## src/rtl/mmu_chk_pkg.sv

```systemverilog
package mmu_chk_pkg;
  localparam int PERM_W = 3;
  localparam int IDX_W  = 3;
  localparam int ERR_W  = 4;
  localparam int FSR_W  = 8;
  localparam int FSR_IDX_LSB = 5;

  localparam logic [2:0] RIGHT_R = 3'b100;
  localparam logic [2:0] RIGHT_W = 3'b010;
  localparam logic [2:0] RIGHT_X = 3'b001;
  localparam logic [2:0] RIGHT_ALL = 3'b111;

  localparam logic [ERR_W-1:0] ERR_NONE = 4'd0;
  localparam logic [ERR_W-1:0] ERR_PROT = 4'd8;
  localparam logic [ERR_W-1:0] ERR_PRIV = 4'd12;

  typedef struct packed {
    logic wr;
    logic fe;
    logic sup;
  } acc_idx_t;
endpackage

```

## src/rtl/mmu_rights_decode.sv

```systemverilog
module mmu_rights_decode
  import mmu_chk_pkg::*;
(
  input  logic [PERM_W-1:0] perm,
  input  logic              sup,
  output logic [2:0]        rights,
  output logic              user_locked
);
  always_comb begin
    rights = '0;
    case (perm)
      3'd0: rights = RIGHT_R;
      3'd1: rights = RIGHT_R | RIGHT_W;
      3'd2: rights = RIGHT_R | RIGHT_X;
      3'd3: rights = RIGHT_ALL;
      3'd4: rights = RIGHT_X;
      3'd5: rights = sup ? (RIGHT_R | RIGHT_W) : RIGHT_R;
      3'd6: rights = sup ? (RIGHT_R | RIGHT_X) : 3'b000;
      default: rights = sup ? RIGHT_ALL : 3'b000;
    endcase
    user_locked = !sup && (perm[2:1] == 2'b11);
  end
endmodule

```

## src/rtl/mmu_access_judge.sv

```systemverilog
module mmu_access_judge
  import mmu_chk_pkg::*;
(
  input  logic             valid,
  input  acc_idx_t         idx,
  input  logic [2:0]       rights,
  input  logic             user_locked,
  input  logic             modified,
  input  logic             nofault,
  input  logic             traps_en,
  output logic [ERR_W-1:0] err_code,
  output logic             fault,
  output logic             take_trap,
  output logic             grant,
  output logic [2:0]       perm_out
);
  logic [2:0] need;
  logic       missing;
  logic       excused;

  always_comb begin
    need = idx.wr ? RIGHT_W : (idx.fe ? RIGHT_X : RIGHT_R);
    if (idx.wr && idx.fe) need = RIGHT_W | RIGHT_X;
    missing = (need & ~rights) != 3'b000;
    if (user_locked)  err_code = ERR_PRIV;
    else if (missing) err_code = ERR_PROT;
    else              err_code = ERR_NONE;

    fault     = valid && (err_code != ERR_NONE) && !(nofault && !idx.sup);
    excused   = nofault || !traps_en;
    take_trap = fault && !excused;
    grant     = valid && (!fault || excused);

    if (!valid)       perm_out = 3'b000;
    else if (fault)   perm_out = excused ? RIGHT_ALL : 3'b000;
    else              perm_out = modified ? rights : (rights & ~RIGHT_W);
  end
endmodule

```

## src/rtl/mmu_fault_regs.sv

```systemverilog
module mmu_fault_regs
  import mmu_chk_pkg::*;
#(
  parameter int VA_W = 32
) (
  input  logic             clk,
  input  logic             rst,
  input  logic             fault,
  input  acc_idx_t         idx,
  input  logic [ERR_W-1:0] err_code,
  input  logic [VA_W-1:0]  vaddr,
  input  logic             rd,
  output logic [FSR_W-1:0] fsr,
  output logic [VA_W-1:0]  far
);
  logic [FSR_W-1:0] base;
  logic [FSR_W-1:0] fsr_d;

  always_comb begin
    base  = rd ? '0 : fsr;
    fsr_d = base;
    if (fault) begin
      fsr_d = '0;
      fsr_d[FSR_IDX_LSB +: IDX_W] = idx;
      fsr_d[3:2] = err_code[3:2];
      fsr_d[1]   = 1'b1;
      fsr_d[0]   = (base != '0);
    end
  end

  always_ff @(posedge clk) begin
    if (rst) begin
      fsr <= '0;
      far <= '0;
    end else begin
      fsr <= fsr_d;
      if (fault) far <= vaddr;
    end
  end
endmodule

```

## src/rtl/mmu_trap_reg.sv

```systemverilog
module mmu_trap_reg (
  input  logic clk,
  input  logic rst,
  input  logic take_trap,
  input  logic is_fetch,
  output logic trap_req,
  output logic trap_is_fetch
);
  always_ff @(posedge clk) begin
    if (rst) begin
      trap_req      <= 1'b0;
      trap_is_fetch <= 1'b0;
    end else begin
      trap_req      <= take_trap;
      trap_is_fetch <= take_trap && is_fetch;
    end
  end
endmodule

```

## src/rtl/mmu_access_guard.sv

```systemverilog
module mmu_access_guard
  import mmu_chk_pkg::*;
#(
  parameter int VA_W = 32
) (
  input  logic              clk,
  input  logic              rst,
  input  logic              chk_valid,
  input  logic [2:0]        chk_perm,
  input  logic              chk_write,
  input  logic              chk_fetch,
  input  logic              chk_super,
  input  logic              chk_modified,
  input  logic [VA_W-1:0]   chk_vaddr,
  input  logic              nofault_mode,
  input  logic              traps_enable,
  input  logic              fsr_rd,
  output logic [2:0]        perm_rwx,
  output logic              chk_ok,
  output logic              trap_req,
  output logic              trap_is_fetch,
  output logic [7:0]        fsr_q,
  output logic [VA_W-1:0]   far_q
);
  acc_idx_t         acc_idx;
  logic [2:0]       rights;
  logic             user_locked;
  logic [ERR_W-1:0] err_code;
  logic             fault_now;
  logic             take_trap;

  assign acc_idx = '{wr: chk_write, fe: chk_fetch, sup: chk_super};

  mmu_rights_decode u_rights (
    .perm        (chk_perm),
    .sup         (chk_super),
    .rights      (rights),
    .user_locked (user_locked)
  );

  mmu_access_judge u_judge (
    .valid       (chk_valid),
    .idx         (acc_idx),
    .rights      (rights),
    .user_locked (user_locked),
    .modified    (chk_modified),
    .nofault     (nofault_mode),
    .traps_en    (traps_enable),
    .err_code    (err_code),
    .fault       (fault_now),
    .take_trap   (take_trap),
    .grant       (chk_ok),
    .perm_out    (perm_rwx)
  );

  mmu_fault_regs #(.VA_W(VA_W)) u_regs (
    .clk      (clk),
    .rst      (rst),
    .fault    (fault_now),
    .idx      (acc_idx),
    .err_code (err_code),
    .vaddr    (chk_vaddr),
    .rd       (fsr_rd),
    .fsr      (fsr_q),
    .far      (far_q)
  );

  mmu_trap_reg u_trap (
    .clk           (clk),
    .rst           (rst),
    .take_trap     (take_trap),
    .is_fetch      (chk_fetch),
    .trap_req      (trap_req),
    .trap_is_fetch (trap_is_fetch)
  );
endmodule

```

## config.mk

```make
export PLATFORM = sky130hd
export DESIGN_NAME = mmu_access_guard
export DESIGN_NICKNAME = d
export VERILOG_FILES = /design/src/rtl/mmu_chk_pkg.sv /design/src/rtl/mmu_rights_decode.sv /design/src/rtl/mmu_access_judge.sv /design/src/rtl/mmu_fault_regs.sv /design/src/rtl/mmu_trap_reg.sv /design/src/rtl/mmu_access_guard.sv
export SDC_FILE = /design/constraint.sdc
export NUM_CORES = 1
export LEC_CHECK = 0
export BUFFER_PORTS_ARGS = -buffer_cell sky130_fd_sc_hd__buf_2
export CORE_MARGIN = 3
export CORE_UTILIZATION = 45
export CTS_BUF_LIST = sky130_fd_sc_hd__clkbuf_4
export CTS_CLUSTER_DIAMETER = 80
export DETAILED_ROUTE_END_ITERATION = 12
export GPL_TIMING_DRIVEN = 0
export PLACE_DENSITY = 0.91
export SYNTH_ARGS = -nofsm -noshare
export SYNTH_HDL_FRONTEND = slang
export SYNTH_SLANG_ARGS = --single-unit
```

## constraint.sdc

```tcl
create_clock -name clk -period 2.1 [get_ports clk]
set_input_delay 0.21 -clock clk [delete_from_list [all_inputs] [get_ports clk]]
set_output_delay 0.21 -clock clk [all_outputs]
set_load 0.05 [all_outputs]
```

; ---- Word-level counts from Yosys, hierarchy flattened
; Index checks and enable logic that the tools add are counted.
[word_totals]
in_bits = 45
elab_cells = 49
ff_bits = 42
out_inout_bits = 46
[classes]
mux = 15
eq_ne = 7
n_reduce_logical = 20
bitwise = 2
[ops]
columns = operator, n
row1 = two-way mux 3 bit, 8
row2 = one-hot mux 3 bit (7 select lines), 1
row3 = two-way mux 8 bit, 2
row4 = "equality test 3 bit, second input constant", 3
row5 = logical AND 1 bit, 8
row6 = two-way mux 4 bit, 2
row7 = nonzero test 8 bit, 1
row8 = "equality test 3 x 2 -> 1 bit, second input constant", 2
row9 = logical NOT 1 bit, 5
row10 = two-way mux 2 bit, 2
row11 = nonzero test 4 bit, 1
row12 = bitwise AND 3 bit, 1
row13 = "equality test 3 x 1 -> 1 bit, second input constant", 1
row14 = logical NOT 3 bit, 1
row15 = NOT 3 bit, 1
row16 = nonzero test 3 bit, 1
row17 = "equality test 2 bit, second input constant", 1
row18 = logical OR 1 bit, 2
row19 = OR reduction 2 bit, 1

; ---- Depth between registers and ports, before layout
[logic_depth]
ltp_word = 13
ltp_mapped = 7

; ---- By module
; A second synthesis with hierarchy kept.
[unflattened]
cells_unflattened = 170
hier_area_um2 = 1696.6
[modules_own_cells]
columns = mod, cells_each, area_each_um2, n_inst
row1 = mmu_fault_regs, 136, 1448.9, 1
row2 = mmu_access_judge, 22, 146.4, 1
row3 = mmu_trap_reg, 4, 55.1, 1
row4 = mmu_rights_decode, 8, 46.3, 1

; ---- Worst setup path before layout
; Ideal clock, no wire load.
[synth_timing]
kind = input -> output
startpoint = input chk_perm[1]
endpoint = output perm_rwx[2]
arrival_time_ps = 2185
t_required_ps = 1890
cell_stages = 5
slack_ps = -295
path_buffers = 1
path_cell_list = buf_2 -> nor3b_1 -> o21ba_2 -> o21ai_1 -> a311oi_1
[synth_via]
elab_chain_len = 12
[synth_rtl]
columns = element, line
row1 = "start, declared", mmu_access_guard.sv:9  ; input logic [2:0] chk_perm,
row2 = equality test 3 bit (tied with other cells), mmu_rights_decode.sv:11  ; case (perm)
row3 = one-hot mux 3 bit (7 select lines), mmu_rights_decode.sv:11
row4 = NOT 3 bit, mmu_access_judge.sv:24  ; missing = (need & ~rights) != 3'b000;
row5 = bitwise AND 3 bit, mmu_access_judge.sv:24
row6 = nonzero test 3 bit, mmu_access_judge.sv:24
row7 = two-way mux 4 bit, mmu_access_judge.sv:26  ; else if (missing) err_code = ERR_PROT;
row8 = two-way mux 4 bit, mmu_access_judge.sv:25  ; if (user_locked) err_code = ERR_PRIV;
row9 = nonzero test 4 bit, mmu_access_judge.sv:29  ; fault = valid && (err_code != ERR_NONE) && !(nofault && !idx.sup);
row10 = logical AND 1 bit (2 in series), mmu_access_judge.sv:29
row11 = two-way mux 3 bit *, mmu_access_judge.sv:35  ; else if (fault) perm_out = excused ? RIGHT_ALL : 3'b000;
row12 = two-way mux 3 bit *, mmu_access_judge.sv:34  ; if (!valid) perm_out = 3'b000;
row13 = "end, declared", mmu_access_guard.sv:18  ; output logic [2:0] perm_rwx,
; Every way passes the cells marked *; elsewhere a longest branch is shown, timed or not.

; ---- Final worst setup path
[layout_timing]
startpoint = input chk_perm[2]
endpoint = output perm_rwx[2]
; The elaborated chain is that of the path after synthesis.

==> key figures <==
Worst setup path
  • Critical path required time: 1890 ps
  • RR Endpoint: u_regs.fsr[0]
  • Arrival time at the worst endpoint: 1570 ps
  • Startpoint Class: input pin
  • R2R setup slack: 780 ps
  • Crit path max fanout: 5
  • R2r worst-path depth: 3
  • RR Startpoint: u_regs.fsr[4]
  • Setup CP Type: input pin to primary output
  • CP endpoint kind: primary output

Placed design
  • Input/output buffers: 88
  • GP Congestion: 0.893
  • DP Area: 2340 um^2
  • Final HPWL DP: 3270 um

STA
  • Period utilization: 84.7%
  • RSZ-0062 raised after global routing: false
  • Max Freq: 0.562 GHz
  • Final Hold Violating Endpoints: 0
  • Post-route minimum period: 1780 ps
  • Fin. max-slew vios: 0
  • Count of final setup violators: 0
  • Fin Hold WS: 95.8 ps
  • Worst slew pin tran: 486 ps
  • Slew HR: 67.6%
  • Max Clock Skew: 5.59 ps

Floorplanning
  • Starting Density: 48.3%
  • Site Rows: 22
  • Chip height: 69.8 um
  • Die area: 4870 um^2
  • Core ar.: 3800 um^2
  • Ports: 91
  • Die width: 69.8 um

Global route
  • Total track usage: 17.1%
  • Vias in the first global route: 1547
  • Total gr overflow: 0
  • Largest net degree at the start of global routing: 13
  • First-pass GRT wire length: 6820 um
  • Initial antenna violation count: 0

Hold path
  • Worst hold-check path type: input pin to register
  • Hold EP: u_regs.far[9]
  • Hold Startpoint: chk_vaddr[9]
  • Worst Hold Depth: 3

Yosys
  • Yosys reg bits: 42
  • Cell count after synthesis: 201
  • Syn avg cell area: 9.12 um^2
  • Compound-Gate Fraction of Synth Area: 7.24%
  • Dominant cells by area after synthesis: dfxtp_1 46%, mux2i_1 19%, nand2_1 14%, buf_12 3.3%, nand2b_1 1.7%
  • Synth Area in Simple Gates: 20.5%
  • Register area share after synthesis: 45.9%
  • Syn_nets: 246
  • Synth cell count leaders: 68 x nand2_1, 42 x dfxtp_1, 35 x mux2i_1
  • Cell Area, Synth: 1830 um^2
  • XOR/XNOR Fraction of Synth Area: 0%
  • Synthesis Warnings: 0
  • Share of synthesized registers carrying an async set or reset: 0%
  • Share of the synthesized area in the top cell type: 45.9%
  • Main flop type after synthesis: dfxtp_1
  • Largest family of logic cells by synthesized area: simple AND/OR/NAND/NOR gates
  • Post-synth EDFFs: 0
  • Post-synthesis adder-cell area fraction: 0%
  • Synth unique cells: 33
  • Post-synth top area cell: dfxtp_1
  • Mux contribution to synthesized area: 19.7%
  • Top-count cell post-synth: nand2_1

Power and ir drop
  • Pwr dens: 750 nW/um^2
  • VDD IR max: 0.430 mV
  • Leakage power: 0.00117 uW

Detailed routing
  • Vias/cell: 4.89
  • WL final: 4300 um
  • Vias: 1686
  • Wirelength per Cell: 12.5 um
  • # DRC: 0
  • Number of DRC markers in iteration 0: 55
  • DRT Pass-1 Iters: 4
  • Highest metal used: met4
  • M1 WL: 1940 um
  • Remaining antenna violation count: 0
  • Met2 wire length: 2050 um
  • DR WL met3: 293 um

Clocking
  • Sinks on the clock net: 42
  • Clk slew on worst S/H paths: 120 ps
  • Root buffer cell: clkbuf_4
  • Insertion delay to the later sink of the worst-skew pair: 330 ps
  • Number of buffers created by CTS: 5
  • Post-CTS Hold Buffers: 0
  • Clock tree from TritonCTS: done
  • H-tree levels: 2
  • Clock tree buffer depth: 2
  • Post-cts resize count: 0
  • Post-CTS Setup Inserts: 0

Layout
  • N_diodes: 0
  • Share of post-route cells with drive strength above 1: 36.0%
  • Fillers: 344
  • Util after Layout: 63.8%
  • Nets: 341
  • Design Area, Final: 2420 um^2
  • Synthesis-to-layout area growth: 32.1%

Outcome
  • Status: finished clean

Flow run
  • Max_cap viols: 0
[kinds of logic (layout without fill, tap and decap cells)]
| kind of cell | Yosys count | in the layout |
|---|---|---|
| DFF | 42 | 42 |
| muxes | 36 | 36 |
| buffers and inverters | 17 | 113 |
| AOI/OAI and AO/OA | 18 | 18 |
| and+or+nand+nor | 88 | 88 |
[state kept, by name (all words and copies together) (netlist names)]
signal,cells
u_trap.trap_req,1
u_regs.far,32
u_trap.trap_is_fetch,1
u_regs.fsr,8
[metal layers]
layer,global-route usage [%],up-vias
met5,0,-
met1,19.9,773
met2,29.8,51
li1,-,860
met3,5.80,2
met4,4.47,0
[cells in the final DEF, fill, tap and decap left out, types with 2 or more instances in the layout]
master     n
a211oi_1   2
a21oi_1    3
buf_12     3
buf_2     90
clkbuf_1   7
clkbuf_4   7
dfxtp_1   42
inv_1      2
inv_2      2
mux2i_1   35
nand2_1   68
nand2b_1   5
nand3b_1   3
nor2_1     4
nor3b_1    2
o21ai_1    2
o41ai_1    2
[power by group]
group	total (uW)	leakage (uW)	internal, uW	switching, uW
sequential	859	0.000342	838	21.4
combinational	437	0.000779	140	297
clock	520	0.0000463	279	242
total	1820	0.00117	1260	560
[through the flow]
stage	TNS [ps]	std cells	total power (uW)	worst slack, ps
after floorplan	-287	201	1200	-143
after global placement	0	337	1310	394
after detailed placement	0	337	1320	330
after CTS	0	345	1840	335
after global routing	0	345	1890	216
final	0	345	1820	320
[how the worst max path moves through the flow]
stage / slack, ps / end / cells after the start / start
after floorplan: -140 / perm_rwx[0] / 5 / chk_perm[1]
after global placement: 390 / perm_rwx[2] / 6 / chk_perm[2]
after detailed placement: 330 / perm_rwx[2] / 6 / chk_perm[2]
after CTS: 340 / perm_rwx[2] / 6 / chk_perm[2]
after global routing: 220 / perm_rwx[0] / 6 / chk_perm[2]
final: 320 / perm_rwx[2] / 6 / chk_perm[2]
[critical path, stage by stage]
cell	delay [ps]
buf_2	130
nor2b_1	150
o32ai_1	350
o21ai_1	170
a311oi_2	260
buf_2	300
[layout make-up]
type / instances / area [um^2] / share of cell area [%]
Tap cell: 48 / 60.1 / 2.48
Clock inverter: 1 / 30.0 / 1.24
Sequential cell: 42 / 841 / 34.7
Inverter: 4 / 15.0 / 0.620
Clock buffer: 7 / 52.6 / 2.17
Multi-Input combinational cell: 142 / 876 / 36.2
Timing Repair Buffer: 88 / 440 / 18.2
Buffer: 13 / 108 / 4.44
(Power assumes the default switching activity.)
